$ cat src/rtl/cfgwin_pkg.sv
package cfgwin_pkg;

   localparam int EN_BIT   = 0;
   localparam int SZ_LSB   = 1;
   localparam int LSB_256M = 28;
   localparam int LSB_128M = 27;
   localparam int LSB_64M  = 26;

   typedef enum logic [1:0] {
      WIN_256M = 2'b00,
      WIN_128M = 2'b01,
      WIN_64M  = 2'b10,
      WIN_NONE = 2'b11
   } win_size_e;

   typedef struct packed {
      logic        hit;
      logic [7:0]  bus;
      logic [4:0]  dev;
      logic [2:0]  fn;
      logic [11:0] off;
   } cfg_loc_t;

   // Bits that hold state: enable, size code and base bits base_hi..26.
   function automatic logic [63:0] stored_bits(input int base_hi);
      logic [63:0] m;
      m = '0;
      for (int i = 0; i < 64; i++) begin
         if ((i >= LSB_64M && i <= base_hi) || i <= SZ_LSB + 1) m[i] = 1'b1;
      end
      return m;
   endfunction

endpackage

$ cat src/rtl/cfgwin_reg.sv
module cfgwin_reg
   import cfgwin_pkg::*;
#(
   parameter int          REG_W     = 64,
   parameter int          BASE_HI   = 35,
   parameter logic [63:0] RST_VALUE = 64'h0000_0000_B000_0000
) (
   input  logic               clk,
   input  logic               rst_n,
   input  logic               wr_en,
   input  logic [REG_W/8-1:0] wr_be,
   input  logic [REG_W-1:0]   wr_data,
   output logic [REG_W-1:0]   q
);
   localparam int NLANES = REG_W / 8;
   localparam logic [REG_W-1:0] KEEP    = REG_W'(stored_bits(BASE_HI));
   localparam logic [REG_W-1:0] RST_VAL = REG_W'(RST_VALUE) & KEEP;

   if (REG_W % 8 != 0 || REG_W > 64 || BASE_HI >= REG_W) begin : g_bad_cfg
      $error("cfgwin_reg: REG_W must be a multiple of 8, at most 64, and above BASE_HI");
   end

   logic [7:0] lane_q [NLANES];

   for (genvar b = 0; b < NLANES; b++) begin : g_lane
      always_ff @(posedge clk or negedge rst_n) begin
         if (!rst_n) begin
            lane_q[b] <= RST_VAL[8*b +: 8];
         end else if (wr_en && wr_be[b]) begin
            lane_q[b] <= wr_data[8*b +: 8] & KEEP[8*b +: 8];
         end
      end
      assign q[8*b +: 8] = lane_q[b];
   end

endmodule

$ cat src/rtl/cfgwin_size.sv
module cfgwin_size
   import cfgwin_pkg::*;
#(
   parameter int ADDR_W  = 40,
   parameter int BASE_HI = 35
) (
   input  logic [ADDR_W-1:0] cfg_lo,
   output logic              win_on,
   output win_size_e         win_code,
   output logic [ADDR_W-1:0] win_base,
   output logic [ADDR_W:0]   win_span
);
   if (BASE_HI < LSB_256M || BASE_HI >= ADDR_W) begin : g_bad_cfg
      $error("cfgwin_size: BASE_HI must lie between 28 and ADDR_W-1");
   end

   int                lo_bit;
   logic [ADDR_W-1:0] keep;

   always_comb begin
      win_code = win_size_e'(cfg_lo[SZ_LSB +: 2]);
      unique case (win_code)
         WIN_256M: lo_bit = LSB_256M;
         WIN_128M: lo_bit = LSB_128M;
         WIN_64M:  lo_bit = LSB_64M;
         default:  lo_bit = LSB_256M;
      endcase
      for (int i = 0; i < ADDR_W; i++) begin
         keep[i] = (i >= lo_bit) && (i <= BASE_HI);
      end
      win_base = cfg_lo & keep;
      win_span = (win_code == WIN_NONE) ? '0 : ((ADDR_W + 1)'(1) << lo_bit);
      win_on   = cfg_lo[EN_BIT] && (win_span != '0);
   end

endmodule

$ cat src/rtl/cfgwin_match.sv
module cfgwin_match
   import cfgwin_pkg::*;
#(
   parameter int ADDR_W   = 40,
   parameter bit RSP_PIPE = 1'b1
) (
   input  logic              clk,
   input  logic              rst_n,
   input  logic              req_valid,
   input  logic [ADDR_W-1:0] req_addr,
   input  logic              win_on,
   input  win_size_e         win_code,
   input  logic [ADDR_W-1:0] win_base,
   input  logic [ADDR_W:0]   win_span,
   output logic              rsp_valid,
   output cfg_loc_t          rsp_loc
);
   logic [ADDR_W:0] addr_x, base_x, limit_x;
   logic [7:0]      bus_keep;
   logic            in_range;
   cfg_loc_t        loc_d;

   always_comb begin
      addr_x   = {1'b0, req_addr};
      base_x   = {1'b0, win_base};
      limit_x  = base_x + win_span;
      in_range = win_on && (addr_x >= base_x) && (addr_x < limit_x);
      unique case (win_code)
         WIN_256M: bus_keep = 8'hFF;
         WIN_128M: bus_keep = 8'h7F;
         WIN_64M:  bus_keep = 8'h3F;
         default:  bus_keep = 8'h00;
      endcase
      loc_d = '0;
      if (in_range) begin
         loc_d.hit = 1'b1;
         loc_d.bus = req_addr[27:20] & bus_keep;
         loc_d.dev = req_addr[19:15];
         loc_d.fn  = req_addr[14:12];
         loc_d.off = req_addr[11:0];
      end
   end

   if (RSP_PIPE) begin : g_reg_rsp
      always_ff @(posedge clk or negedge rst_n) begin
         if (!rst_n) begin
            rsp_valid <= 1'b0;
            rsp_loc   <= '0;
         end else begin
            rsp_valid <= req_valid;
            rsp_loc   <= req_valid ? loc_d : '0;
         end
      end
   end else begin : g_comb_rsp
      assign rsp_valid = req_valid;
      assign rsp_loc   = req_valid ? loc_d : '0;
   end

endmodule

$ cat src/rtl/cfgwin_decoder.sv
module cfgwin_decoder
   import cfgwin_pkg::*;
#(
   parameter int          ADDR_W    = 40,
   parameter int          BASE_HI   = 35,
   parameter logic [63:0] RST_VALUE = 64'h0000_0000_B000_0000,
   parameter bit          RSP_PIPE  = 1'b1
) (
   input  logic              clk,
   input  logic              rst_n,
   input  logic              wr_en,
   input  logic [7:0]        wr_be,
   input  logic [63:0]       wr_data,
   output logic [63:0]       cfg_value,
   input  logic              req_valid,
   input  logic [ADDR_W-1:0] req_addr,
   output logic              rsp_valid,
   output logic              rsp_hit,
   output logic [7:0]        rsp_bus,
   output logic [4:0]        rsp_dev,
   output logic [2:0]        rsp_fn,
   output logic [11:0]       rsp_reg
);
   localparam int REG_W = 64;

   if (ADDR_W > REG_W) begin : g_bad_cfg
      $error("cfgwin_decoder: ADDR_W must not exceed the register width");
   end

   logic [REG_W-1:0]  cfg_q;
   logic              win_on;
   win_size_e         win_code;
   logic [ADDR_W-1:0] win_base;
   logic [ADDR_W:0]   win_span;
   cfg_loc_t          loc;

   cfgwin_reg #(
      .REG_W     (REG_W),
      .BASE_HI   (BASE_HI),
      .RST_VALUE (RST_VALUE)
   ) u_reg (
      .clk     (clk),
      .rst_n   (rst_n),
      .wr_en   (wr_en),
      .wr_be   (wr_be),
      .wr_data (wr_data),
      .q       (cfg_q)
   );

   cfgwin_size #(
      .ADDR_W  (ADDR_W),
      .BASE_HI (BASE_HI)
   ) u_size (
      .cfg_lo   (cfg_q[ADDR_W-1:0]),
      .win_on   (win_on),
      .win_code (win_code),
      .win_base (win_base),
      .win_span (win_span)
   );

   cfgwin_match #(
      .ADDR_W   (ADDR_W),
      .RSP_PIPE (RSP_PIPE)
   ) u_match (
      .clk       (clk),
      .rst_n     (rst_n),
      .req_valid (req_valid),
      .req_addr  (req_addr),
      .win_on    (win_on),
      .win_code  (win_code),
      .win_base  (win_base),
      .win_span  (win_span),
      .rsp_valid (rsp_valid),
      .rsp_loc   (loc)
   );

   assign cfg_value = cfg_q;
   assign rsp_hit   = loc.hit;
   assign rsp_bus   = loc.bus;
   assign rsp_dev   = loc.dev;
   assign rsp_fn    = loc.fn;
   assign rsp_reg   = loc.off;

endmodule

$ cat config.mk
export PLATFORM = sky130hd
export DESIGN_NAME = cfgwin_decoder
export DESIGN_NICKNAME = d
export VERILOG_FILES = /design/src/rtl/cfgwin_pkg.sv /design/src/rtl/cfgwin_reg.sv /design/src/rtl/cfgwin_size.sv /design/src/rtl/cfgwin_match.sv /design/src/rtl/cfgwin_decoder.sv
export SDC_FILE = /design/constraint.sdc
export NUM_CORES = 1
export LEC_CHECK = 0
export BUFFER_PORTS_ARGS = -buffer_cell sky130_fd_sc_hd__buf_2
export CAP_MARGIN = 5
export CORE_AREA = 2 2 85 87
export CTS_CLUSTER_SIZE = 20
export DETAILED_ROUTE_END_ITERATION = 7
export DIE_AREA = 0 0 87 89
export PLACE_DENSITY = 0.92
export SYNTH_ARGS = -nofsm -noshare
export SYNTH_HDL_FRONTEND = slang
export SYNTH_SLANG_ARGS = --single-unit
$ cat constraint.sdc
create_clock -name clk -period 11.37 [get_ports clk]
set_input_delay 1.137 -clock clk [delete_from_list [all_inputs] [get_ports clk]]
set_output_delay 1.137 -clock clk [all_outputs]
set_load 0.02 [all_outputs]
**After elaboration in Yosys (flattened, before gate mapping)**

Index checks and enable logic that the tools add are counted.

- Register bits: 43
- Input bits: 116
- Output and inout port bits: 94
- Word-level logic and storage cells: 67

- Add/subtract/negate cells: 1
- Order comparisons: 38
- Equal/unequal tests: 3
- Shift operators: 1
- Multiplexer cells: 5
- Bitwise logic cells: 2
- Reductions and logical operators: 8

Operator list:

| cell | number |
|---|---|
| $ge A6 B32 Y1 const A | 15 |
| $ge A5 B32 Y1 const A | 8 |
| $ge A4 B32 Y1 const A | 4 |
| $ge A7 B32 Y1 const A | 4 |
| $mux W29 | 2 |
| $add A36 B41 Y41 | 1 |
| $lt A40 B41 Y1 | 1 |
| $mux W41 | 1 |
| $reduce_bool A41 Y1 | 1 |
| $shl A1 B32 Y41 const A | 1 |
| $ge A40 B36 Y1 | 1 |
| $and A36 B36 Y36 | 1 |
| $ge A3 B32 Y1 const A | 1 |
| $pmux W8 S3 | 1 |
| $ge A1 B5 Y1 const A | 2 |
| $and A8 B8 Y8 | 1 |
| $logic_and A1 B1 Y1 | 6 |
| $pmux W3 S2 | 1 |
| $ge A2 B5 Y1 const A | 1 |
| $ge A5 B5 Y1 const A | 1 |
| $eq A2 B2 Y1 const B | 2 |
| $eq A2 B1 Y1 const B | 1 |
| $logic_not A2 Y1 | 1 |

**Logic depth before layout (Yosys ltp)**

- Depth in word-level cells: 10
- Mapped depth: 18
- Depth with buffers taken out: 16

**Cells and area by module**

Synthesis repeated with hierarchy kept, for this count alone.

- Cells, all modules: 799
- Area total of the unflattened synthesis: 6686.4 µm²

Modules (own cells, without submodules):

| module | instances | cells an instance | area each (µm²) |
|---|---|---|---|
| cfgwin_match | 1 | 626 | 5106.1 |
| cfgwin_reg | 1 | 81 | 873.3 |
| cfgwin_size | 1 | 92 | 706.9 |

**Worst setup path before layout**

Ideal clock, no wire load.

- Kind: register to register
- Start point: reg u_reg.lane_q, in the netlist u_reg.q[1]
- End point: reg u_match.rsp_loc[11] (netlist name)
- Library setup time: 0.136 ns
- Arrival time: 3.718 ns
- Setup slack: 7.516 ns
- Cell stages (with the launch flop): 18
- Period minus slack after synthesis: 3.854 ns
- Cell sequence: dfrtp_1 inv_1 ha_1 and2_1 ha_1 fa_1 a21o_1 a21oi_1 o31ai_1 xnor2_1 ha_1 nand2_1 a2111oi_1 a2111oi_2 o211ai_2 buf_6 buf_6 nor3b_2

- Cells in the longest elaborated chain, start to end: 10

RTL lines:

| item | line | RTL |
|---|---|---|
| from (decl) | cfgwin_reg.sv:23 | `logic [7:0] lane_q [NLANES];` |
| from (signal, indexed assignment) | cfgwin_reg.sv:28 | `lane_q[b] <= RST_VAL[8*b +: 8];` |
| from (signal, indexed assignment) | cfgwin_reg.sv:30 | `lane_q[b] <= wr_data[8*b +: 8] & KEEP[8*b +: 8];` |
| parallel branches: the longest is 7 deep, another holds $add A36 B41 Y41 | n/a |  |
| $logic_and A1 B1 Y1 (*) | cfgwin_match.sv:27 | `in_range = win_on && (addr_x >= base_x) && (addr_x < limit_x);` |
| $mux W29 (*) | cfgwin_match.sv:35 | `if (in_range) begin` |
| $mux W29 (*) | cfgwin_match.sv:51 | `rsp_loc <= req_valid ? loc_d : '0;` |
| to (signal assigned) | cfgwin_match.sv:51 |  |
| to (decl) | cfgwin_match.sv:16 | `output cfg_loc_t rsp_loc` |

Every way passes the cells marked *.
A chain may end at the register's enable or synchronous reset.

**Worst setup path in the final report**

- Start point: reg u_reg.lane_q, in the netlist u_reg.q[1]
- End point: reg u_match.rsp_loc[27] (netlist name)

- Cells in the longest elaborated chain, start to end: 10

RTL lines:

| item | line |
|---|---|
| parallel branches: the longest is 8 deep, another holds $add A36 B41 Y41 | n/a |
| $mux W29 (*) | cfgwin_match.sv:35 |
| $mux W29 (*) | cfgwin_match.sv:51 |

Marked as above.

==> flow_summary.json <==
{
  "grt_antenna_before_repair": 0,
  "rsz0062_at_grt": "false",
  "power_leakage_uw": 0.00187,
  "overflow": 0,
  "post_cts_buffers": 0,
  "synth_seq_cells": 43,
  "cts_buffers": 5,
  "period_share_pct": 38.3,
  "slew_headroom_pct": 38.0,
  "drc_errors": 0,
  "cts_sinks": 43,
  "die_x_um": 87,
  "io_pins": 210,
  "worst_slew_pin_slew_ns": 0.930,
  "cts-resized-gates": 0,
  "start_kind": "register",
  "synth_edf_count": 0,
  "hold_end": "u_reg.q[34]",
  "p_clk_share_pct": 30.6,
  "finalSetupViolCount": 0,
  "drt_iter0_markers": 28,
  "power_uw": 458,
  "crit_arrival_ns": 4.52,
  "ant_nets": 0,
  "yosys_warnings": 0,
  "clock_latency_ns": 0.30,
  "worstPathMaxFanout": 29,
  "r2r-end": "u_match.rsp_loc[27]",
  "cpPeakStageDelay_ns": 0.55,
  "power_switching_share_pct": 32.8,
  "powerDensity_mw_per_mm2": 131,
  "cts.clk_slew.worst_paths_ns": 0.08,
  "layout.cells.non_filler": 458,
  "diodes": 0,
  "cap_violations": 0,
  "cts_tree": "done",
  "port-buffer-count": 102,
  "grt_pass1_wl_mm": 9.50,
  "cts_max_level": 2,
  "p_switching_uw": 150,
  "drtPass1Iterations": 4,
  "reg2reg_from": "u_reg.q[1]",
  "worst_hold_startpoint": "u_reg.q[34]",
  "crit_top_cell": "ha_1",
  "hold_class": "reg2reg",
  "area_delta_synth_final_pct": 17.4,
  "ys_seq_area_share_pct": 36.2,
  "cts_max_path_buffers": 2,
  "core.rowCount": 30,
  "critical_path.endpoint_type": "register",
  "avgSynthCellArea_um2": 10.9,
  "skew_ns": 0.00619,
  "finalHoldViolCount": 0,
  "grt_max_degree": 44,
  "cts_hold_buf": 0,
  "ctsRootBufferMaster": "clkbuf_8",
  "vdd_drop_max_v": 0.0000680,
  "min_path_cells": 1,
  "critPathKind": "reg2reg",
  "die-height_um": 89,
  "grt_pass1_vias": 2003,
  "internal_power_uw": 308,
  "placeableCoreArea_mm2": 0.00672,
  "timing.final.crit_period_ns": 4.35,
  "slowest_stage": "a2111oi_1",
  "vias": 2189,
  "p_comb_share_pct": 31.8,
  "cp.required_ns": 11.54,
  "synthArstFlopShare_pct": 100,
  "finalSetupTns_ns": 0,
  "ys.flop_type": "dfrtp_1",
  "netlist_instances": 274,
  "gp_congestion": 0.824,
  "finalMaxSlewViolations": 0,
  "status": "complete, no violations",
  "drive_gt1_share_pct": 38.9,
  "cp_top_family": "compound AO/OA/AOI/OAI gates",
  "hpwl_mm": 5.18,
  "dpl.cell_count": 450,
  "r2r_slack_ns": 7.02,
  "path_buf_inv": 2,
  "vias_per_cell": 4.78,
  "final_cell_mix": "102 x buf_2, 52 x conb_1, 40 x dfrtp_1",
  "clock.fmax_mhz": 230,
  "fin_nets": 530,
  "drt-wirelength-per-cell_um": 13.8,
  "dieArea_mm2": 0.00774,
  "reg2reg_depth": 16,
  "yosysUniqueCellTypes": 39,
  "track_usage_pct": 16.0,
  "path_cells": "inv_1, ha_1, and2_1, ha_1, fa_1, a21o_1, a21oi_1, o31ai_1, xnor2_1, ha_1, nand2_1, a2111oi_1, a2111oi_2, o211ai_2, buf_4, nor3_1",
  "drt-total-wl_mm": 6.34,
  "start_util_pct": 44.4,
  "syn_area_mm2": 0.00298,
  "pwr-share-seq_pct": 37.6,
  "final_common_cell": "buf_2"
}
## Yosys cell counts (all sizes together) (3+ instances only)
master | number | area (um^2)
inv | 16 | 60.1
a21oi | 8 | 40.0
mux2 | 13 | 146
nor4b | 7 | 98.9
o211ai | 4 | 35.0
nand2 | 8 | 30.0
buf | 56 | 427
a211oi | 3 | 27.5
nor3b | 20 | 195
nand4 | 4 | 25.0
ha | 36 | 450
nor3 | 3 | 15.0
nor2b | 3 | 18.8
nand3 | 4 | 20.0
nor4 | 7 | 50.1
xnor2 | 6 | 52.6
dfrtp | 40 | 1000
o21ai | 3 | 15.0
nor2 | 11 | 41.3
and2 | 4 | 25.0
dfstp | 3 | 78.8
## final cells by class
class	count	area (um^2)
tap	80	100
fill	619	3220
inverter	16	60.1
clock buffer	6	72.6
clock inverter	2	60.1
multi-input combinational	207	1600
sequential	43	1080
timing repair buffer	104	526
## per-stage QoR
stage / util, % / hold WS (ns) / setup slack, ns / cell area [um^2]
2_1_floorplan: - / 0.648 / 7.52 / 3170
3_3_place_gp: 50.1 / 0.508 / 7.14 / 3370
3_5_place_dp: 50.1 / 0.540 / 7.03 / 3370
4_1_cts: 52.1 / 0.561 / 6.99 / 3500
5_1_grt: 52.1 / 0.586 / 6.65 / 3500
6_report: 52.1 / 0.553 / 7.02 / 3500
## per-layer routing
layer / up-vias / part of all wire [%] / GRT usage [%]
met4: 0 / 0.90 / 3.84
met5: - / 0 / 0
li1: 1056 / - / -
met3: 8 / 7.0 / 3.69
met2: 104 / 51 / 29.0
met1: 1021 / 41 / 19.1
## state kept, by name (all words and copies together), names as in the netlist
signal,flops
u_match.rsp_valid,1
u_reg.q,13
u_match.rsp_loc,29
## logic make-up after synthesis
| logic type | share of synthesized area (%) |
|---|---|
| buffers and inverters | 16.6 |
| AND/OR/NAND/NOR | 17.7 |
| XOR/XNOR | 2.35 |
| flip-flops | 36.2 |
| AO/OA/AOI/OAI | 6.17 |
| other | 0.252 |
| multiplexers | 4.91 |
| adder cells (fa/ha/maj) | 15.8 |
## how the worst max path moves through the flow
stage                     cells past startpoint                  end  startpoint
after floorplan                              17  u_match.rsp_loc[11]  u_reg.q[1]
after global routing                         16  u_match.rsp_loc[27]  u_reg.q[1]
after global placement                       16  u_match.rsp_loc[27]  u_reg.q[1]
final                                        16  u_match.rsp_loc[27]  u_reg.q[1]
after detailed placement                     16  u_match.rsp_loc[27]  u_reg.q[1]
after CTS                                    16  u_match.rsp_loc[27]  u_reg.q[1]
## power by group through the flow
stage	logic, uW	clock network (uW)	registers, uW
detailed placement	146	0	175
finish	146	140	172
global route	165	151	174
floorplan	107	0	182
CTS	147	144	172
global placement	140	0	174
(Power assumes the default switching activity.)
